<file path="src/rtl/rsw_pkg.sv">
package rsw_pkg;
  localparam int RSW_IDX_W  = 6;
  localparam int RSW_AW     = 32;
  localparam int RSW_RAW    = 5;

  localparam logic [RSW_RAW-1:0] OFS_RX_IDX    = 5'h00;
  localparam logic [RSW_RAW-1:0] OFS_TX_IDX    = 5'h01;
  localparam logic [RSW_RAW-1:0] OFS_BASE_TOP  = 5'h02;
  localparam logic [RSW_RAW-1:0] OFS_BASE_LOW  = 5'h04;
  localparam logic [RSW_RAW-1:0] OFS_BASE_MID  = 5'h05;
  localparam logic [RSW_RAW-1:0] OFS_RING_LEN  = 5'h07;
  localparam logic [RSW_RAW-1:0] OFS_KICK      = 5'h09;

  typedef enum logic [1:0] {
    WS_IDLE = 2'd0,
    WS_REQ  = 2'd1,
    WS_WAIT = 2'd2
  } walk_state_e;
endpackage

</file>
<file path="src/rtl/rsw_rst_sync.sv">
module rsw_rst_sync (
  input  logic clk,
  input  logic rst_n_in,
  output logic rst_n_out
);
  logic [1:0] sync_q;

  always_ff @(posedge clk or negedge rst_n_in) begin
    if (!rst_n_in) sync_q <= 2'b00;
    else           sync_q <= {sync_q[0], 1'b1};
  end

  assign rst_n_out = sync_q[1];
endmodule

</file>
<file path="src/rtl/rsw_regs.sv">
module rsw_regs
  import rsw_pkg::*;
#(
  parameter int IDX_W = RSW_IDX_W,
  parameter int AW    = RSW_AW,
  parameter int RAW   = RSW_RAW
) (
  input  logic                 clk,
  input  logic                 rst_n,
  input  logic [RAW-1:0]       reg_addr,
  input  logic                 reg_wr,
  input  logic [7:0]           reg_wdata,
  input  logic [IDX_W-1:0]     rx_idx,
  input  logic [IDX_W-1:0]     tx_idx,
  output logic [7:0]           reg_rdata,
  output logic [AW-IDX_W-5:0]  base_page,
  output logic [IDX_W-3:0]     rx_code,
  output logic [IDX_W-3:0]     tx_code,
  output logic                 kick
);
  localparam int TOP_W = AW - 26;

  logic [7:0]       low_q, mid_q, len_q;
  logic [TOP_W-1:0] top_q;
  logic             low_en, mid_en, top_en, len_en;

  always_comb begin
    low_en = reg_wr && (reg_addr == OFS_BASE_LOW);
    mid_en = reg_wr && (reg_addr == OFS_BASE_MID);
    top_en = reg_wr && (reg_addr == OFS_BASE_TOP);
    len_en = reg_wr && (reg_addr == OFS_RING_LEN);
    kick   = reg_wr && (reg_addr == OFS_KICK) && reg_wdata[0];
  end

  always_ff @(posedge clk or negedge rst_n) begin
    if (!rst_n) begin
      low_q <= '0;
      mid_q <= '0;
      top_q <= '0;
      len_q <= '0;
    end else begin
      if (low_en) low_q <= reg_wdata;
      if (mid_en) mid_q <= reg_wdata;
      if (top_en) top_q <= reg_wdata[TOP_W-1:0];
      if (len_en) len_q <= reg_wdata;
    end
  end

  assign base_page = {top_q, mid_q, low_q};
  assign rx_code   = len_q[IDX_W-3:0];
  assign tx_code   = len_q[7:4];

  always_comb begin
    reg_rdata = 8'h00;
    case (reg_addr)
      OFS_RX_IDX:   reg_rdata = {{(8-IDX_W){1'b0}}, rx_idx};
      OFS_TX_IDX:   reg_rdata = {{(8-IDX_W){1'b0}}, tx_idx};
      OFS_BASE_TOP: reg_rdata = {{(8-TOP_W){1'b0}}, top_q};
      OFS_BASE_LOW: reg_rdata = low_q;
      OFS_BASE_MID: reg_rdata = mid_q;
      OFS_RING_LEN: reg_rdata = len_q;
      default:      reg_rdata = 8'h00;
    endcase
  end
endmodule

</file>
<file path="src/rtl/rsw_index.sv">
module rsw_index
  import rsw_pkg::*;
#(
  parameter int IDX_W = RSW_IDX_W
) (
  input  logic             clk,
  input  logic             rst_n,
  input  logic             advance,
  input  logic [IDX_W-3:0] len_code,
  output logic [IDX_W-1:0] idx
);
  logic [IDX_W-1:0] idx_q, idx_d, wrap_mask;

  always_comb begin
    wrap_mask = {len_code, 2'b11};
    idx_d     = (idx_q + 1'b1) & wrap_mask;
  end

  always_ff @(posedge clk or negedge rst_n) begin
    if (!rst_n)       idx_q <= '0;
    else if (advance) idx_q <= idx_d;
  end

  assign idx = idx_q;
endmodule

</file>
<file path="src/rtl/rsw_fsm.sv">
module rsw_fsm
  import rsw_pkg::*;
#(
  parameter int IDX_W = RSW_IDX_W,
  parameter int AW    = RSW_AW
) (
  input  logic                 clk,
  input  logic                 rst_n,
  input  logic                 kick,
  input  logic [AW-IDX_W-5:0]  base_page,
  input  logic [IDX_W-1:0]     rx_idx,
  input  logic [IDX_W-1:0]     tx_idx,
  output logic                 mem_req_valid,
  input  logic                 mem_req_ready,
  output logic [AW-1:0]        mem_req_addr,
  input  logic                 mem_rsp_valid,
  input  logic [11:0]          rsp_len,
  input  logic [7:0]           rsp_ctrl,
  input  logic [31:0]          rsp_buf,
  output logic [1:0]           advance,
  output logic                 slot_take,
  output logic                 slot_dir,
  output logic [IDX_W-1:0]     slot_index,
  output logic [11:0]          slot_len,
  output logic [7:0]           slot_ctrl,
  output logic [31:0]          slot_buf_addr
);
  walk_state_e      state_q, state_d;
  logic [1:0]       pend_q, pend_d;
  logic             dir_q, dir_d, last_q, last_d;
  logic             take_d, take_q;
  logic [IDX_W-1:0] cur_idx;
  logic [IDX_W-1:0] tidx_q;
  logic [11:0]      tlen_q;
  logic [7:0]       tctrl_q;
  logic [31:0]      tbuf_q;
  logic             tdir_q;

  assign cur_idx       = dir_q ? tx_idx : rx_idx;
  assign mem_req_valid = (state_q == WS_REQ);
  assign mem_req_addr  = {base_page, dir_q, cur_idx, 3'b000};

  always_comb begin
    state_d = state_q;
    pend_d  = pend_q;
    dir_d   = dir_q;
    last_d  = last_q;
    take_d  = 1'b0;
    advance = 2'b00;
    case (state_q)
      WS_IDLE: begin
        if (pend_q != 2'b00) begin
          dir_d   = (pend_q == 2'b11) ? ~last_q : pend_q[1];
          last_d  = dir_d;
          state_d = WS_REQ;
        end
      end
      WS_REQ: begin
        if (mem_req_ready) state_d = WS_WAIT;
      end
      WS_WAIT: begin
        if (mem_rsp_valid) begin
          if (rsp_ctrl[7]) begin
            advance[dir_q] = 1'b1;
            take_d         = 1'b1;
          end else begin
            pend_d[dir_q]  = 1'b0;
          end
          state_d = WS_IDLE;
        end
      end
      default: state_d = WS_IDLE;
    endcase
    if (kick) pend_d = 2'b11;
  end

  always_ff @(posedge clk or negedge rst_n) begin
    if (!rst_n) begin
      state_q <= WS_IDLE;
      pend_q  <= 2'b00;
      dir_q   <= 1'b0;
      last_q  <= 1'b1;
      take_q  <= 1'b0;
      tdir_q  <= 1'b0;
      tidx_q  <= '0;
      tlen_q  <= '0;
      tctrl_q <= '0;
      tbuf_q  <= '0;
    end else begin
      state_q <= state_d;
      pend_q  <= pend_d;
      dir_q   <= dir_d;
      last_q  <= last_d;
      take_q  <= take_d;
      if (take_d) begin
        tdir_q  <= dir_q;
        tidx_q  <= cur_idx;
        tlen_q  <= rsp_len;
        tctrl_q <= rsp_ctrl;
        tbuf_q  <= rsp_buf;
      end
    end
  end

  assign slot_take     = take_q;
  assign slot_dir      = tdir_q;
  assign slot_index    = tidx_q;
  assign slot_len      = tlen_q;
  assign slot_ctrl     = tctrl_q;
  assign slot_buf_addr = tbuf_q;
endmodule

</file>
<file path="src/rtl/ring_slot_walker.sv">
module ring_slot_walker
  import rsw_pkg::*;
#(
  parameter int IDX_W = RSW_IDX_W,
  parameter int AW    = RSW_AW,
  parameter int RAW   = RSW_RAW
) (
  input  logic              clk,
  input  logic              rst_n,
  input  logic [RAW-1:0]    reg_addr,
  input  logic              reg_wr,
  input  logic [7:0]        reg_wdata,
  output logic [7:0]        reg_rdata,
  output logic              mem_req_valid,
  input  logic              mem_req_ready,
  output logic [AW-1:0]     mem_req_addr,
  input  logic              mem_rsp_valid,
  input  logic [63:0]       mem_rsp_data,
  output logic              slot_take,
  output logic              slot_dir,
  output logic [IDX_W-1:0]  slot_index,
  output logic [11:0]       slot_len,
  output logic [7:0]        slot_ctrl,
  output logic [31:0]       slot_buf_addr
);
  localparam int NDIR = 2;

  logic                rst_n_s;
  logic [AW-IDX_W-5:0] base_page;
  logic [IDX_W-3:0]    code_w [NDIR];
  logic [IDX_W-1:0]    idx_w  [NDIR];
  logic [1:0]          advance;
  logic                kick;
  logic [IDX_W-1:0]    rx_idx_w, tx_idx_w;

  rsw_rst_sync u_rst (
    .clk       (clk),
    .rst_n_in  (rst_n),
    .rst_n_out (rst_n_s)
  );

  rsw_regs #(.IDX_W(IDX_W), .AW(AW), .RAW(RAW)) u_regs (
    .clk       (clk),
    .rst_n     (rst_n_s),
    .reg_addr  (reg_addr),
    .reg_wr    (reg_wr),
    .reg_wdata (reg_wdata),
    .rx_idx    (rx_idx_w),
    .tx_idx    (tx_idx_w),
    .reg_rdata (reg_rdata),
    .base_page (base_page),
    .rx_code   (code_w[0]),
    .tx_code   (code_w[1]),
    .kick      (kick)
  );

  for (genvar d = 0; d < NDIR; d++) begin : g_dir
    rsw_index #(.IDX_W(IDX_W)) u_idx (
      .clk      (clk),
      .rst_n    (rst_n_s),
      .advance  (advance[d]),
      .len_code (code_w[d]),
      .idx      (idx_w[d])
    );
  end

  assign rx_idx_w = idx_w[0];
  assign tx_idx_w = idx_w[1];

  rsw_fsm #(.IDX_W(IDX_W), .AW(AW)) u_fsm (
    .clk           (clk),
    .rst_n         (rst_n_s),
    .kick          (kick),
    .base_page     (base_page),
    .rx_idx        (rx_idx_w),
    .tx_idx        (tx_idx_w),
    .mem_req_valid (mem_req_valid),
    .mem_req_ready (mem_req_ready),
    .mem_req_addr  (mem_req_addr),
    .mem_rsp_valid (mem_rsp_valid),
    .rsp_len       (mem_rsp_data[11:0]),
    .rsp_ctrl      (mem_rsp_data[31:24]),
    .rsp_buf       (mem_rsp_data[63:32]),
    .advance       (advance),
    .slot_take     (slot_take),
    .slot_dir      (slot_dir),
    .slot_index    (slot_index),
    .slot_len      (slot_len),
    .slot_ctrl     (slot_ctrl),
    .slot_buf_addr (slot_buf_addr)
  );
endmodule

</file>
<file path="config.mk">
export PLATFORM = sky130hd
export DESIGN_NAME = ring_slot_walker
export DESIGN_NICKNAME = d
export VERILOG_FILES = /design/src/rtl/rsw_pkg.sv /design/src/rtl/rsw_rst_sync.sv /design/src/rtl/rsw_regs.sv /design/src/rtl/rsw_index.sv /design/src/rtl/rsw_fsm.sv /design/src/rtl/ring_slot_walker.sv
export SDC_FILE = /design/constraint.sdc
export NUM_CORES = 1
export LEC_CHECK = 0
export ABC_CLOCK_PERIOD_IN_PS = 4300
export BUFFER_PORTS_ARGS = -buffer_cell sky130_fd_sc_hd__buf_2
export CORE_MARGIN = 2
export CORE_UTILIZATION = 35
export DETAILED_ROUTE_END_ITERATION = 12
export PLACE_DENSITY_LB_ADDON = 0.1
export SYNTH_ARGS = -nofsm -noshare
export SYNTH_HDL_FRONTEND = slang
export SYNTH_SLANG_ARGS = --single-unit
</file>
<file path="constraint.sdc">
create_clock -name clk -period 4.3 [get_ports clk]
set_clock_uncertainty 0.15 [all_clocks]
set_input_delay 0.645 -clock clk [delete_from_list [all_inputs] [get_ports clk]]
set_output_delay 0.645 -clock clk [all_outputs]
set_load 0.01 [all_outputs]
</file>
---- Yosys cells after proc, flatten, opt, wreduce, memory -nomap -nowiden ----
Cells that the tools add are included.
word-level totals
  flip-flop bits (word level) ............. 110
  latch bits .............................. 0
  bits in writable memories ............... 0
  ROM bits ................................ 0
  output and inout port bits .............. 101
  memories kept ........................... 0
operators by class
  add/subtract/negate cells ............... 2
  $mul .................................... 0
  div/mod/pow operators ................... 0
  magnitude comparators ................... 2
  equal/unequal tests ..................... 13
  shifts and indexed selects .............. 0
  mux-type cells .......................... 19
  bitwise operators ....................... 5
  reduce and logical (&&, ||, !) cells .... 15
operator list
  operator               number
  $pmux W8 S6            1
  $mux W2                10
  $eq A5 B3 Y1 const B   3
  $add A6 B1 Y6 const B  2
  $and A6 B6 Y6          2
  $logic_and A1 B1 Y1    7
  $mux W6                1
  $ne A2 B1 Y1 const B   3
  $pmux W2 S3            1
  $reduce_and A3 Y1      2
  $reduce_bool A2 Y1     3
  $eq A5 B1 Y1 const B   1
  $eq A5 B2 Y1 const B   1
  $eq A5 B4 Y1 const B   1
  $logic_not A5 Y1       1
  $mux W1                5
  $eq A2 B2 Y1 const B   2
  $and A2 B2 Y2          1
  $eq A2 B1 Y1 const B   1
  $logic_not A2 Y1       1
  $lt A1 B2 Y1 const B   1
  $ne A2 B2 Y1 const B   1
  $not A2 Y2             1
  $reduce_and A2 Y1      1
  other kinds (3)        3

---- Depth between registers and ports, before layout ----
Gate-level depths: netlist (run 1).
  word-level depth ........................ 10
  depth in mapped cells ................... 6

---- By module ----
From an unflattened synthesis (run 1), not the netlist that was laid out.
second synthesis, totals
  cells, all modules ...................... 377
  area, all modules ....................... 5,147.4 um^2
modules (own cells, without submodules)
  module        times used  cells an instance  area each (um^2)  sequential area each (um^2)
  rsw_fsm       1           188                2,896.5           1,652.8
  rsw_regs      1           134                1,624.1           750.7
  rsw_index     2           26                 286.5             150.1
  rsw_rst_sync  1           3                  53.8              50.0

---- Least setup slack after synthesis (run 1) ----
OpenSTA, ideal clock, no wires.
  path kind ............................... input to output
  from .................................... in reg_addr[3]
  to ...................................... out reg_rdata[2]
  arrival time ............................ 1.675 ns
  data required time ...................... 3.505 ns
  path slack .............................. 1.830 ns
  stages .................................. 5
  path buffers ............................ 2
  cell sequence ........................... buf_6 > or4b_1 > buf_2 > o22ai_1 > a221o_1
between the ends
  longest elaborated chain between the ends .. 2
  elaborated cells between the ends (all ways) .. 7
  classes of those cells .................. 5 x eq/ne; 1 x mux; 1 x reduce/logical
ends and longest elaborated chain
  what                                  RTL line                text
  from (decl)                           ring_slot_walker.sv:10  input logic [RAW-1:0] reg_addr,
  $eq A5 B3 Y1 (tied with other cells)  rsw_regs.sv:55          case (reg_addr)
  $pmux W8 S6 *                         rsw_regs.sv:55
  to (decl)                             ring_slot_walker.sv:13  output logic [7:0] reg_rdata,
Every way passes the cells marked *; elsewhere a longest branch is shown, timed or not.

---- Worst setup path after layout (run 1) ----
  from .................................... in reg_addr[0]
  to ...................................... out reg_rdata[3]
Same word-level chain as after synthesis.

==> reports/results.ini, run 1 <==
[cts]
root_buffer=clkbuf_16
cts_max_path_buffers=2
clock_latency_ns=0.35
clk_pin_slew_ns=0.07
h-tree-depth=3
cts_tree=built
cts_buffers=9
cts_setup_buffers=0
cts.sinks=110
cts_resized=0

[sta]
finalSetupTns_ns=0
setup_viol=0
finalMaxSlewViolations=0
grt_setup_unrepaired=false
min_period_ns=2.93
fmax_mhz=342
hold_viol_final=0
relSlewSlack_pct=36.6
worst_pin_slew_ns=0.951
period_share_pct=68.0

[logic_synthesis]
synth_cell_type_count=53
ys_ff_latch=110
synth_top_area_cell=dfrtp_1
netlist_instances=476
yosys_warnings=0
yosys.area.top_type_share_pct=55.9
synth_edf_count=0
synthTopCellsByCount=nand2_1 (185), dfrtp_1 (109), mux2_2 (40)
synth_async_sr_flop_share_pct=100
syn_area_sq_um=4880
synth_most_common_cell=nand2_1
yosysSeqAreaShare_pct=56.4
yosys-top-cells-area=dfrtp_1 (56%), nand2_1 (14%), mux2_2 (9.2%)
avgSynthCellArea_sq_um=10.3
synth_ff_type=dfrtp_1

[critical_path]
path_cells=buf_2 > nand2b_4 > nor3_1 > a221o_1 > buf_2
worstPathRequired_ns=3.50
cp_slowest_cell=nor3_1
crit_path_max_fanout=17
cp-start-kind=input pin
worstSetupEndpointType=output port
arrival_ns=2.13
max_stage_delay_ns=0.55
critPathKind=in -> out
crit_top_cell=buf_2
timing.reg2reg.setup_slack_ns=1.89

[global_route]
grt_start_max_net_pins=74
first_global_vias=3852
grt_usage_pct=17.0
antenna_found_initial=0
grt_pass1_wl_microns=19700
grt_overflow=0

[power_and_ir_drop]
swShare_pct=35.8
pwr_density_cell_nw_per_um2=584
p_seq_share_pct=46.9
p_int_w=0.00230
vdd_drop_max_v=0.000229
switchingPower_w=0.00128
p_clk_share_pct=22.1
power.leakage_nw=3.31
pwr-share-comb_pct=31.0

[drt]
postRouteWirelength_microns=12300
firstDrtPassIters=4
vias=3929
drc_errors=0
drtAntennaViolNets=0
wl_per_cell_microns=15.0
drt-initial-drc-count=239
viasPerCell=4.80

[min_path]
hold_class=reg -> reg

[die]
fp.coreArea_sq_um=13800
die_area_sq_um=14900
row_count=43
start_util_pct=35.5
die-height_microns=122
dieWidth_microns=122
io_pins=183

[final_layout]
layout-drive-gt1-share_pct=36.6
fin_area_sq_um=6120
syn2layout_area_growth_pct=25.3
diodes=0
nets=718

[placed_design]
place_congestion=0.811
placed_area_sq_um=5840
hpwl_microns=8770
port_buffers=167

[run_status]
status=completed

[flow_run]
cap_violations=0

[registers in the layout, indices dropped and copies added (netlist names), 2 cells and up]
name,cells
u_rst.sync_q,2
u_fsm.pend_q,2
u_fsm.slot_index,6
u_fsm.slot_len,12
u_fsm.slot_buf_addr,32
g_dir.u_idx.idx,12
u_regs.top_q,6
u_fsm.state_q,2
u_regs.low_q,8
u_regs.mid_q,8
u_regs.len_q,8
u_fsm.slot_ctrl,8
[routing by layer]
metal  vias to the layer above  part of all wire [%]  global-route usage (%)
met5                         -                     0                       0
met4                         0                   1.5                    6.61
met3                        10                   5.4                    3.14
met2                       119                    47                    27.6
met1                      1895                    46                    22.4
li1                       1905                     -                       -
[power by group through the flow]
stage	combinational (W)	clock (W)	sequential [W]
after floorplan	0.000533	0	0.00177
after global placement	0.00111	0	0.00169
after detailed placement	0.00113	0	0.00171
after CTS	0.00113	0.000821	0.00168
after global routing	0.00125	0.000868	0.00174
final	0.00111	0.000790	0.00168
[stage by stage]
step                utilization, %  cells  total power (W)  hold WS (ns)  worst slack [ns]
finish                        44.4    819          0.00358         0.206              1.37
global route                  44.4    819          0.00386         0.227              1.21
CTS                           44.4    819          0.00364         0.211              1.34
detailed placement            42.4    802          0.00283         0.194              1.33
global placement              42.4    802          0.00280         0.187              1.37
floorplan                        -    478          0.00230         0.181             0.861
[cells by family (layout without fill, tap and decap cells)]
group,Yosys count,in the layout,synth area share (%)
xor+xnor,2,2,0.359
mux,52,52,11.7
buf+inv,31,192,3.31
compound gates,33,33,5.07
simple gates,244,244,22.5
fa+ha+maj,2,2,0.512
other cells,2,4,0.154
flops,110,110,56.4
[what timing repair did]
item | in CTS | in global routing
endpoints found under the setup margin | 0 | 0
hold buffers | 1 | 0
hold endpoints to repair | 2 | 0
[placed cells by master, fill, tap and decap left out, types with 2 or more instances in the layout]
| cell | instances |
|---|---|
| a21o_1 | 2 |
| a221o_1 | 5 |
| a22oi_1 | 2 |
| and2_1 | 2 |
| buf_2 | 167 |
| buf_4 | 3 |
| clkbuf_16 | 9 |
| clkinv_2 | 3 |
| clkinv_4 | 3 |
| conb_1 | 4 |
| dfrtp_1 | 108 |
| ha_1 | 2 |
| inv_1 | 4 |
| mux2_2 | 40 |
| mux2i_1 | 12 |
| nand2_1 | 185 |
| nand2b_1 | 7 |
| nand3_1 | 11 |
| nand4_1 | 2 |
| nor2_1 | 9 |
| nor2b_1 | 3 |
| nor3_1 | 3 |
| nor3b_1 | 5 |
| nor4_1 | 3 |
| o21ai_0 | 4 |
| o22ai_1 | 6 |
| o31ai_1 | 3 |
| or4_1 | 4 |
[worst paths after layout]
check / start / end / cells after the start
hold reg to reg: u_rst.sync_q[0]$_DFF_PN0_ / u_rst.sync_q[1]$_DFF_PN0_ / 0
min in group asynchronous: u_rst.sync_q[1]$_DFF_PN0_ / u_fsm.slot_len[5]$_DFFE_PN0P_ / 0
hold / removal: u_rst.sync_q[0]$_DFF_PN0_ / u_rst.sync_q[1]$_DFF_PN0_ / 0
setup / recovery: reg_addr[0] / reg_rdata[3] / 5
max in group asynchronous: u_rst.sync_q[1]$_DFF_PN0_ / u_fsm.slot_index[0]$_DFFE_PN0P_ / 1
setup reg to reg: u_fsm.state_q[0]$_DFFE_PN0P_ / g_dir[1].u_idx.idx[5]$_DFFE_PN0P_ / 5
[critical path: cells and delay by family]
| family | cells | cell delay, ns |
|---|---|---|
| buffers and inverters | 2 | 0.53 |
| AO/OA/AOI/OAI | 1 | 0.29 |
| AND/OR/NAND/NOR | 2 | 0.67 |
[layout make-up]
| type | instances | area, sq um |
|---|---|---|
| tap | 180 | 225 |
| inverter | 5 | 18.8 |
| clock buffer | 9 | 225 |
| fill | 1396 | 7650 |
| timing repair buffer | 171 | 868 |
| clock inverter | 7 | 50.0 |
| sequential | 110 | 2760 |
| multi-input combinational | 337 | 1980 |
Power figures use the tool's default switching activity.
==> inputs of run 2 (changes only) <==
--- a/config.mk
+++ b/config.mk
@@ -5,7 +5,7 @@
 export SDC_FILE = /design/constraint.sdc
 export NUM_CORES = 1
 export LEC_CHECK = 0
-export ABC_CLOCK_PERIOD_IN_PS = 4300
+export ABC_CLOCK_PERIOD_IN_PS = 2700
 export BUFFER_PORTS_ARGS = -buffer_cell sky130_fd_sc_hd__buf_2
 export CORE_MARGIN = 2
 export CORE_UTILIZATION = 35
==> constraint.sdc (replaced) <==
create_clock -name clk -period 2.7 [get_ports clk]
set_clock_uncertainty 0.15 [all_clocks]
set_input_delay 0.405 -clock clk [delete_from_list [all_inputs] [get_ports clk]]
set_output_delay 0.405 -clock clk [all_outputs]
set_load 0.01 [all_outputs]
==> reports/results.ini, run 2 (synthesized netlist as in run 1, its figures left out) <==
[cts]
cts_tree=built  ; unchanged
cts_buffers=9  ; unchanged
root_buffer=clkbuf_16  ; unchanged
holdBufCountCts=1  ; unchanged
cts_max_path_buffers=2  ; unchanged
clk_pin_slew_ns=0.07  ; about the same
clock_latency_ns=0.35  ; about the same
h-tree-depth=3  ; unchanged
cts_resized=0  ; unchanged
cts.sinks=110  ; unchanged
cts_setup_buffers=0  ; unchanged

[critical_path]
critPathKind=in -> out  ; unchanged
cp-start-kind=input pin  ; unchanged
worstSetupEndpointType=output port  ; unchanged
cp_num_buf_inv=2  ; unchanged
worstPathRequired_ns=2.14  ; was 3.50 ns
arrival_ns=1.73  ; was 2.13 ns
cp_slowest_cell=or4b_1  ; was nor3_1
crit_top_cell=buf_2  ; unchanged
max_stage_delay_ns=0.65  ; was 0.55 ns
crit_path_max_fanout=14  ; was 17
cp_top_family=simple AND/OR/NAND/NOR gates  ; unchanged
path_cells=buf_2 > or4b_1 > o22ai_1 > a221o_1 > buf_2  ; was buf_2 > nand2b_4 > nor3_1 > a221o_1 > buf_2

[placed_design]
dp_cells=807  ; was 802
port_buffers=167  ; unchanged
place_congestion=0.819  ; was 0.811
hpwl_microns=9010  ; was 8770 microns
placed_area_sq_um=5890  ; was 5840 sq um

[power_and_ir_drop]
power.leakage_nw=3.34  ; was 3.31 nW
power_w=0.00582  ; was 0.00358 W
vdd_drop_max_v=0.000343  ; was 0.000229 V
pwr_density_cell_nw_per_um2=940  ; was 584 nW/um^2

[die]
io_pins=183  ; unchanged
dieWidth_microns=122  ; unchanged
row_count=43  ; unchanged
start_util_pct=35.5  ; unchanged
die-height_microns=122  ; unchanged
die_area_sq_um=14900  ; unchanged
fp.coreArea_sq_um=13800  ; unchanged

[global_route]
grt_pass1_wl_microns=19200  ; was 19700 microns
grt_overflow=0  ; unchanged
grt_start_max_net_pins=53  ; was 74
antenna_found_initial=0  ; unchanged
grt_usage_pct=16.7  ; was 17.0%
first_global_vias=3613  ; was 3852

[drt]
drc_errors=0  ; unchanged
postRouteWirelength_microns=12200  ; was 12300 microns
dr_wl_met3_microns=657  ; was 666 microns
viasPerCell=4.74  ; was 4.80
top_layer=met4  ; unchanged
route.met2.wl_microns=5700  ; was 5760 microns
wl_met1_microns=5630  ; was 5660 microns
vias=3902  ; was 3929
wl_per_cell_microns=14.8  ; was 15.0 microns
drt-initial-drc-count=182  ; was 239
drtAntennaViolNets=0  ; unchanged
firstDrtPassIters=4  ; unchanged

[sta]
finalMaxSlewViolations=0  ; unchanged
worst_pin_slew_ns=0.702  ; was 0.951 ns
finalSetupTns_ns=0  ; unchanged
grt_setup_unrepaired=false  ; unchanged
relSlewSlack_pct=53.2  ; was 36.6%
period_share_pct=84.7
fmax_mhz=437
hold_viol_final=0  ; unchanged
setup_viol=0  ; unchanged
min_period_ns=2.29

[final_layout]
syn2layout_area_growth_pct=26.9  ; was 25.3%
nets=723  ; was 718
fin_util_pct=45.0  ; was 44.4%
layout_common_cells=nand2_1 (185), buf_2 (167), dfrtp_1 (108)  ; unchanged
fin_area_sq_um=6200  ; was 6120 sq um
instances_no_fill=824  ; was 819
layout_commonest_cell=nand2_1  ; unchanged
diodes=0  ; unchanged
largest_register_ffs=32  ; unchanged
layout-drive-gt1-share_pct=36.8  ; was 36.6%

[flow_run]
cap_violations=0  ; unchanged

[min_path]
hold_class=in -> reg  ; was reg -> reg

[run_status]
status=completed  ; unchanged

## run 2: report_power, final
group          total (W)  switching (W)  internal, W
registers        0.00267       0.000451      0.00222
clock network    0.00135       0.000602     0.000751
logic            0.00181       0.000975     0.000830
## run 2: final cells by class
| class | count | area, sq um |
|---|---|---|
| clock buffer | 12 | 246 |
| clock inverter | 4 | 55.1 |
| fill | 1361 | 7580 |
| inverter | 5 | 18.8 |
| multi-input combinational | 337 | 1980 |
| sequential | 110 | 2760 |
| tap | 180 | 225 |
| timing repair buffer | 176 | 918 |
## run 2: path summary, 6_finish.rpt
kind                                              startpoint                           endpoint  slack [ns]  cells after the start
worst max-delay path                             reg_addr[1]                       reg_rdata[2]        0.41                      5
worst min-delay path                         mem_rsp_data[4]      u_fsm.slot_len[4]$_DFFE_PN0P_        0.09                      3
worst max register to register  u_fsm.state_q[0]$_DFFE_PN0P_  g_dir[1].u_idx.idx[3]$_DFFE_PN0P_        0.76                      4
worst min register to register     u_rst.sync_q[0]$_DFF_PN0_          u_rst.sync_q[1]$_DFF_PN0_        0.20                      0
max in group asynchronous          u_rst.sync_q[1]$_DFF_PN0_        u_regs.mid_q[6]$_DFFE_PN0P_        1.41                      1
min in group asynchronous                              rst_n          u_rst.sync_q[1]$_DFF_PN0_        0.22                      2
## run 2: layer usage
layer | GRT usage (%) | up-vias
met5 | 0 | -
li1 | - | 1919
met3 | 3.04 | 15
met2 | 25.3 | 120
met4 | 7.18 | 0
met1 | 23.6 | 1848
## run 2: worst min-delay path, stage by stage
cell	delay, ns
buf_2	0.07
nand2_1	0.04
nand2_1	0.05
## run 2: stage by stage
step / hold WS, ns / setup WS [ns]
after floorplan: -0.0406 / 0.710
after global placement: 0.0406 / 0.411
after detailed placement: 0.0437 / 0.419
after CTS: 0.0763 / 0.411
after global routing: 0.0852 / 0.303
final: 0.0905 / 0.412
